### config.mk
export PLATFORM = sky130hd
export DESIGN_NAME = pulse_swallow_div
export DESIGN_NICKNAME = d
export VERILOG_FILES = /design/src/rtl/psd_pkg.sv /design/src/rtl/psd_prescaler.sv /design/src/rtl/psd_swallow.sv /design/src/rtl/psd_main.sv /design/src/rtl/pulse_swallow_div.sv
export SDC_FILE = /design/constraint.sdc
export NUM_CORES = 1
export LEC_CHECK = 0
export BUFFER_PORTS_ARGS = -buffer_cell sky130_fd_sc_hd__buf_2
export CORE_AREA = 3 3 68 70
export CTS_BUF_LIST = sky130_fd_sc_hd__clkbuf_16
export CTS_CLUSTER_DIAMETER = 150
export DETAILED_ROUTE_END_ITERATION = 10
export DIE_AREA = 0 0 71 73
export SYNTH_ARGS = -nofsm -noshare
export SYNTH_HDL_FRONTEND = slang
export SYNTH_SLANG_ARGS = --single-unit
### constraint.sdc
create_clock -name clk -period 6.49 [get_ports clk]
set_input_delay 0.9735 -clock clk [delete_from_list [all_inputs] [get_ports clk]]
set_output_delay 0.9735 -clock clk [all_outputs]
set_load 0.05 [all_outputs]
### src/rtl/psd_pkg.sv
// Shared widths and constants of the pulse-swallow divider.
package psd_pkg;
    // Prescaler base modulus (the alternate modulus is one higher).
    localparam int unsigned PRE_MOD = 64;
    // Width of the prescaler phase counter (must hold PRE_MOD).
    localparam int unsigned PRE_W   = $clog2(PRE_MOD + 1);
    // Width of the main and swallow counts.
    localparam int unsigned MAIN_W  = 12;
    localparam int unsigned SWAL_W  = 6;
    // Smallest legal main count.
    localparam int unsigned MAIN_MIN = 5;
endpackage

### src/rtl/psd_prescaler.sv
// Dual-modulus prescaler modelled as a synchronous counter.
// Counts 0..MOD-1, or 0..MOD when alt_sel is high, and raises wrap in its
// last state. Assumes alt_sel is stable within one prescaler period.
module psd_prescaler #(
    parameter int unsigned MOD = psd_pkg::PRE_MOD,
    parameter int unsigned W   = psd_pkg::PRE_W
) (
    input  logic         clk,
    input  logic         rst_n,
    input  logic         load,
    input  logic         alt_sel,
    output logic         wrap,
    output logic [W-1:0] phase
);
    localparam logic [W-1:0] LAST_BASE = W'(MOD - 1);
    localparam logic [W-1:0] LAST_ALT  = W'(MOD);

    // Terminal state depends on the modulus currently selected.
    always_comb begin
        wrap = (phase == (alt_sel ? LAST_ALT : LAST_BASE));
    end

    // Advance the phase, restarting at zero on wrap or load.
    always_ff @(posedge clk) begin
        if (!rst_n || load || wrap) begin
            phase <= '0;
        end else begin
            phase <= phase + W'(1);
        end
    end
endmodule

### src/rtl/psd_swallow.sv
// Swallow counter: holds the number of long (alternate-modulus) prescaler
// periods still to run in the current cycle. Loads on load, counts down
// once per prescaler wrap and stops at zero.
module psd_swallow #(
    parameter int unsigned W = psd_pkg::SWAL_W
) (
    input  logic         clk,
    input  logic         rst_n,
    input  logic         load,
    input  logic [W-1:0] init,
    input  logic         step,
    output logic         use_alt,
    output logic [W-1:0] left
);
    // Long periods remain while the count is nonzero.
    always_comb begin
        use_alt = (left != '0);
    end

    // Reload or count down, saturating at zero.
    always_ff @(posedge clk) begin
        if (!rst_n || load) begin
            left <= init;
        end else if (step && use_alt) begin
            left <= left - W'(1);
        end
    end
endmodule

### src/rtl/psd_main.sv
// Main counter: prescaler periods left in the current cycle, counting the
// current one. The cycle is in its last period when the count is 1 or less
// (a zero count ends after one period, so that an illegal N=0 still counts).
module psd_main #(
    parameter int unsigned W = psd_pkg::MAIN_W
) (
    input  logic         clk,
    input  logic         rst_n,
    input  logic         load,
    input  logic [W-1:0] init,
    input  logic         step,
    output logic         last,
    output logic [W-1:0] left
);
    // Last period of the cycle.
    always_comb begin
        last = (left <= W'(1));
    end

    // Reload or count down one prescaler period.
    always_ff @(posedge clk) begin
        if (!rst_n || load) begin
            left <= init;
        end else if (step) begin
            left <= left - W'(1);
        end
    end
endmodule

### src/rtl/pulse_swallow_div.sv
// Pulse-swallow feedback divider with ratio 64*N + A.
// Chains the prescaler, the swallow counter and the main counter, reloads
// both counts from the ports at each cycle end, on reset and on restart,
// and emits a one-clock fp pulse at the start of each new cycle.
// Assumes n_cfg/a_cfg come from a latch that is stable near cycle ends.
module pulse_swallow_div #(
    parameter int unsigned N_W = psd_pkg::MAIN_W,
    parameter int unsigned A_W = psd_pkg::SWAL_W
) (
    input  logic           clk,
    input  logic           rst_n,
    input  logic           restart,
    input  logic [N_W-1:0] n_cfg,
    input  logic [A_W-1:0] a_cfg,
    output logic           fp,
    output logic           cfg_err
);
    localparam int unsigned P_W = psd_pkg::PRE_W;
    localparam logic [N_W-1:0] N_MIN = N_W'(psd_pkg::MAIN_MIN);

    logic           pre_wrap;
    logic [P_W-1:0] presc_cnt;
    logic           swal_alt;
    logic [A_W-1:0] swal_left;
    logic           main_last;
    logic [N_W-1:0] main_left;
    logic           cyc_end;
    logic           load;
    logic           bad_ratio;

    // A cycle ends on the prescaler wrap of the last main period.
    always_comb begin
        cyc_end   = pre_wrap && main_last;
        load      = restart || cyc_end;
        bad_ratio = (n_cfg < N_MIN) || (n_cfg <= {{(N_W-A_W){1'b0}}, a_cfg});
    end

    psd_prescaler #(.MOD(psd_pkg::PRE_MOD), .W(P_W)) u_pre (
        .clk     (clk),
        .rst_n   (rst_n),
        .load    (load),
        .alt_sel (swal_alt),
        .wrap    (pre_wrap),
        .phase   (presc_cnt)
    );

    psd_swallow #(.W(A_W)) u_swal (
        .clk     (clk),
        .rst_n   (rst_n),
        .load    (load),
        .init    (a_cfg),
        .step    (pre_wrap),
        .use_alt (swal_alt),
        .left    (swal_left)
    );

    psd_main #(.W(N_W)) u_main (
        .clk   (clk),
        .rst_n (rst_n),
        .load  (load),
        .init  (n_cfg),
        .step  (pre_wrap),
        .last  (main_last),
        .left  (main_left)
    );

    // Output pulse in the first clock of each new cycle.
    always_ff @(posedge clk) begin
        if (!rst_n || restart) begin
            fp <= 1'b0;
        end else begin
            fp <= cyc_end;
        end
    end

    // Flag the legality of the ratio loaded for the coming cycle.
    always_ff @(posedge clk) begin
        if (!rst_n || load) begin
            cfg_err <= bad_ratio;
        end
    end
endmodule

* After elaboration in Yosys (flattened, before gate mapping)
Cells that the tools add are included.
Word-level totals: output and inout bits 2, register bits after elaboration 27, input bits 21, logic and storage cells 28
Operators by class: equal/unequal tests 1, add/subtract/negate cells 3, multiplexer cells 5, reductions and logical operators 11, magnitude comparators 3
Operator list (count):
- $mux W12 | 2
- $le A12 B1 Y1 const B | 1
- $le A12 B6 Y1 | 1
- $lt A12 B3 Y1 const B | 1
- $mux W6 | 2
- $sub A12 B1 Y12 const B | 1
- $add A7 B1 Y7 const B | 1
- $eq A7 B7 Y1 | 1
- $mux W7 | 1
- $reduce_bool A6 Y1 | 1
- $sub A6 B1 Y6 const B | 1
- $logic_or A1 B1 Y1 | 5
- $reduce_bool A2 Y1 | 2
- $logic_and A1 B1 Y1 | 2
- $logic_not A1 Y1 | 1

* Depth between registers and ports, before layout
depth in word-level cells 7, depth in mapped cells 8

* By module
From an unflattened synthesis, not the netlist that was laid out.
Unflattened totals: cell total of the unflattened synthesis 173, area, all modules 1717.9 µm²
By module, submodules not included:
- psd_main | instances 1, area each 721.9 µm², cells an instance 71, sequential area each 360.3 µm²
- psd_swallow | instances 1, area each 366.6 µm², cells an instance 34, sequential area each 180.2 µm²
- psd_prescaler | instances 1, area each 352.8 µm², cells an instance 34, sequential area each 140.1 µm²
- pulse_swallow_div | instances 1, area each 276.5 µm², cells an instance 34, sequential area each 50.0 µm²

* Worst setup path after synthesis
Ideal clock, no wire load.
kind flip-flop to flip-flop, from register u_swal.left[0], to register u_main.left[11], data pin, library setup time 0.262 ns, arrival time 2.644 ns, period minus slack after synthesis 2.907 ns, required time 6.228 ns, stages on the path, launching flop included 9, slack 3.583 ns, path through edfxtp_1 > inv_1 > ha_1 > or4b_1 > or4_4 > a2111oi_4 > or2_1 > buf_6 > mux2_1
Between the ends: cells in the longest elaborated chain, start to end 7
RTL lines:
- from (decl) | RTL line psd_swallow.sv:13 | output logic [W-1:0] left
- from (signal assigned) | RTL line psd_swallow.sv:23 | left <= init;
- from (signal assigned) | RTL line psd_swallow.sv:25 | left <= left - W'(1);
- $reduce_bool A6 Y1 | RTL line psd_swallow.sv:17 | use_alt = (left != '0);
- $mux W7 | RTL line psd_prescaler.sv:20 | wrap = (phase == (alt_sel ? LAST_ALT : LAST_BASE));
- $eq A7 B7 Y1 | RTL line psd_prescaler.sv:20
- $logic_and A1 B1 Y1 | RTL line pulse_swallow_div.sv:33 | cyc_end = pre_wrap && main_last;
- $logic_or A1 B1 Y1 | RTL line pulse_swallow_div.sv:34 | load = restart || cyc_end;
- $logic_or A1 B1 Y1 | RTL line psd_main.sv:22 | if (!rst_n || load) begin
- $mux W12 | RTL line psd_main.sv:22
- to (signal assigned) | RTL line psd_main.sv:23 | left <= init;
- to (signal assigned) | RTL line psd_main.sv:25 | left <= left - W'(1);
- to (decl) | RTL line psd_main.sv:13 | output logic [W-1:0] left
Every way passes these cells. A chain may end at the register's enable or synchronous reset.

* Final worst setup path
from register u_swal.left[0], to register u_swal.left[4] (enable)
Between the ends: cells in the longest elaborated chain, start to end 7
RTL lines:
- $reduce_bool A6 Y1 (*) | RTL line psd_swallow.sv:17
- $mux W7 | RTL line psd_prescaler.sv:20
- $eq A7 B7 Y1 | RTL line psd_prescaler.sv:20
- $logic_and A1 B1 Y1 | RTL line pulse_swallow_div.sv:33
- $logic_or A1 B1 Y1 | RTL line pulse_swallow_div.sv:34
- $logic_or A1 B1 Y1 | RTL line psd_swallow.sv:22 | if (!rst_n || load) begin
- $reduce_bool A2 Y1 (no line) (*)
Mark *: on every way between the ends. The rest lies on a longest branch, timed or not.

==> results.json <==
{
  "start_util": 0.405,
  "power_density_nw_per_um2": 223,
  "cp_slowest_cell": "a2111oi_4",
  "multi_input_area_um2": 833,
  "synth_cells": 164,
  "cts_made_buffers": 3,
  "p_leak_uw": 0.000699,
  "hold_viol": 0,
  "cpPeakStageDelay_ns": 0.71,
  "cts_buffer_depth": 2,
  "cts_max_level": 1,
  "insertion_delay_ns": 0.26,
  "r2r_slack_ns": 2.76,
  "final_cell_mix": "o21ai_0 (28), buf_2 (22), edfxtp_1 (19)",
  "r2r-end": "u_swal.left[4]",
  "slew_headroom": 0.412,
  "nFillCells": 393,
  "core_um2": 4030,
  "drtIter0Drc": 64,
  "portBuffers": 22,
  "tightest_slew_ns": 0.879,
  "outcome": "complete, no violations",
  "postPlaceCellArea_um2": 1780,
  "async_reset_ff_frac": 0,
  "required_ns": 6.43,
  "dp_hpwl_mm": 2.63,
  "fmax_mhz": 268,
  "worstPathMaxFanout": 20,
  "tns_ns": 0,
  "grt-ovfl-total": 0,
  "rsz0062_at_grt": "no",
  "ys_seq_elements": 27,
  "nets": 218,
  "reg2reg_from": "u_swal.left[0]",
  "final_cell_area_um2": 1870,
  "setup_viol": 0,
  "clock_sinks": 27,
  "grt_pass1_wl_mm": 5.76,
  "whs_endpoint": "u_pre.phase[0]",
  "syn_area_um2": 1630,
  "via_per_inst": 5.30,
  "min_path_type": "reg2reg",
  "post_cts_buffers": 0,
  "areaGrowthSynthToFinish_pct": 14.3,
  "grt_usage": 0.139,
  "fp-row-count": 23,
  "final_common_cell": "o21ai_0",
  "diodes": 0,
  "rr_worst_depth": 7,
  "ys_types": 34,
  "wl_per_cell_um": 14.4,
  "ys_seq_area_frac": 0.448,
  "grt_max_degree": 21,
  "cts_hold_buffers": 0,
  "period_minus_slack_ns": 3.73,
  "crit_path_end_kind": "register",
  "firstDrtPassIters": 4,
  "synth_enable_flop_cells": 19,
  "layout-drive-gt1-share": 0.156,
  "syn_nets": 195,
  "clk_pin_slew_worst_paths_ns": 0.07,
  "vias": 1250,
  "cts_tree": "done",
  "hp-start": "u_pre.phase[0]",
  "synth.avg_cell_area_um2": 9.96,
  "fin_crit_sh": 0.575,
  "die_width_um": 71,
  "antenna_found_initial": 0,
  "ctsResizeCount": 0,
  "whs_path_depth": 1,
  "crit_chain": "inv_1 -> ha_1 -> or4b_1 -> or4_4 -> a2111oi_4 -> or2_1 -> nand2b_1",
  "die_h_um": 73,
  "regArea_um2": 731,
  "arrival_ns": 3.68,
  "cap_violations": 0,
  "ant_nets": 0,
  "crit_type": "reg2reg",
  "critPathBufInv": 1,
  "io_pins": 23,
  "drv_slew": 0,
  "drc_errors": 0,
  "place.gp.congestion": 0.788,
  "routed_wl_mm": 3.41,
  "root_buffer": "clkbuf_16",
  "grt_pass1_vias": 1235,
  "worstSetupStartpointType": "register",
  "clock_skew_ns": 0.00242,
  "yosys_warnings": 0,
  "crit_family": "simple AND/OR/NAND/NOR gates",
  "synth_flop_cell": "edfxtp_1",
  "postLayoutCoreUtil": 0.463,
  "ir_drop_mv": 0.124,
  "dieArea_um2": 5180
}
-- kinds of logic (layout without fill, tap and decap cells) --
| kind of cell | Yosys count | count (layout) | share of synthesized area |
|---|---|---|---|
| AOI/OAI and AO/OA | 37 | 37 | 0.133 |
| buffers and inverters | 16 | 38 | 0.0421 |
| adders and majority gates | 10 | 10 | 0.0766 |
| muxes | 4 | 4 | 0.0276 |
| xor gates and xnor gates | 19 | 19 | 0.102 |
| and+or+nand+nor | 51 | 51 | 0.172 |
| DFF | 27 | 27 | 0.448 |
-- state kept, by name, indices dropped and copies added, names as in the netlist --
| register | count |
|---|---|
| u_swal.left | 6 |
| u_main.left | 12 |
| fp | 1 |
| cfg_err | 1 |
| u_pre.phase | 7 |
-- how the worst max path moves through the flow --
stage | start | end | slack [ns] | cells after the start
finish | u_swal.left[0] | u_swal.left[4] | 2.76 | 7
global route | u_swal.left[0] | u_swal.left[5] | 2.53 | 7
CTS | u_swal.left[0] | u_swal.left[2] | 2.73 | 7
detailed placement | u_swal.left[0] | u_swal.left[2] | 2.76 | 7
global placement | u_swal.left[0] | u_swal.left[3] | 2.88 | 7
floorplan | u_swal.left[0] | u_main.left[11] | 3.58 | 8
-- routing by layer --
metal,vias to the layer above,global-route usage,wire length [um]
li1,636,-,-
met2,19,0.230,1610
met3,2,0.0234,120
met5,-,0,0
met4,0,0.0376,19
met1,593,0.189,1660
-- per-stage QoR --
stage                     total power, uW  std cells  hold slack (ns)  worst slack [ns]
after global placement                272        232            0.478              2.88
after floorplan                       254        164            0.453              3.58
final                                 416        236            0.519              2.76
after CTS                             420        236            0.519              2.73
after detailed placement              275        232            0.495              2.76
after global routing                  439        236            0.568              2.53
-- power breakdown --
group / total, uW / internal (uW) / switching, uW
registers: 212 / 200 / 12.1
logic: 58.5 / 26.8 / 31.7
clock network: 145 / 85.2 / 59.6
-- layout make-up --
| type | instances | area share |
|---|---|---|
| inverters | 12 | 0.0241 |
| clock buffers | 3 | 0.0402 |
| repair buffers | 22 | 0.0590 |
| multi-input cells | 121 | 0.447 |
| well taps | 50 | 0.0335 |
| clock inverters | 1 | 0.00469 |
| flip-flops and latches | 27 | 0.392 |
-- cell usage after synthesis, types with 2 or more instances --
cell type,instances,area (um2)
inv_1,12,45.0
nor2_1,13,48.8
ha_1,10,125
clkbuf_1,2,7.51
edfxtp_1,19,571
nor4b_1,2,17.5
nand2_1,7,26.3
or4_1,2,15.0
a21oi_1,5,25.0
xnor2_1,14,123
nand2b_1,3,18.8
xor2_1,5,43.8
nor3_1,6,30.0
mux2_1,4,45.0
nand3_1,5,25.0
dfxtp_1,8,160
o21ai_0,28,140
nor3b_1,2,15.0
nand3b_1,2,15.0
Note: power is estimated with default switching activity, not from simulation.
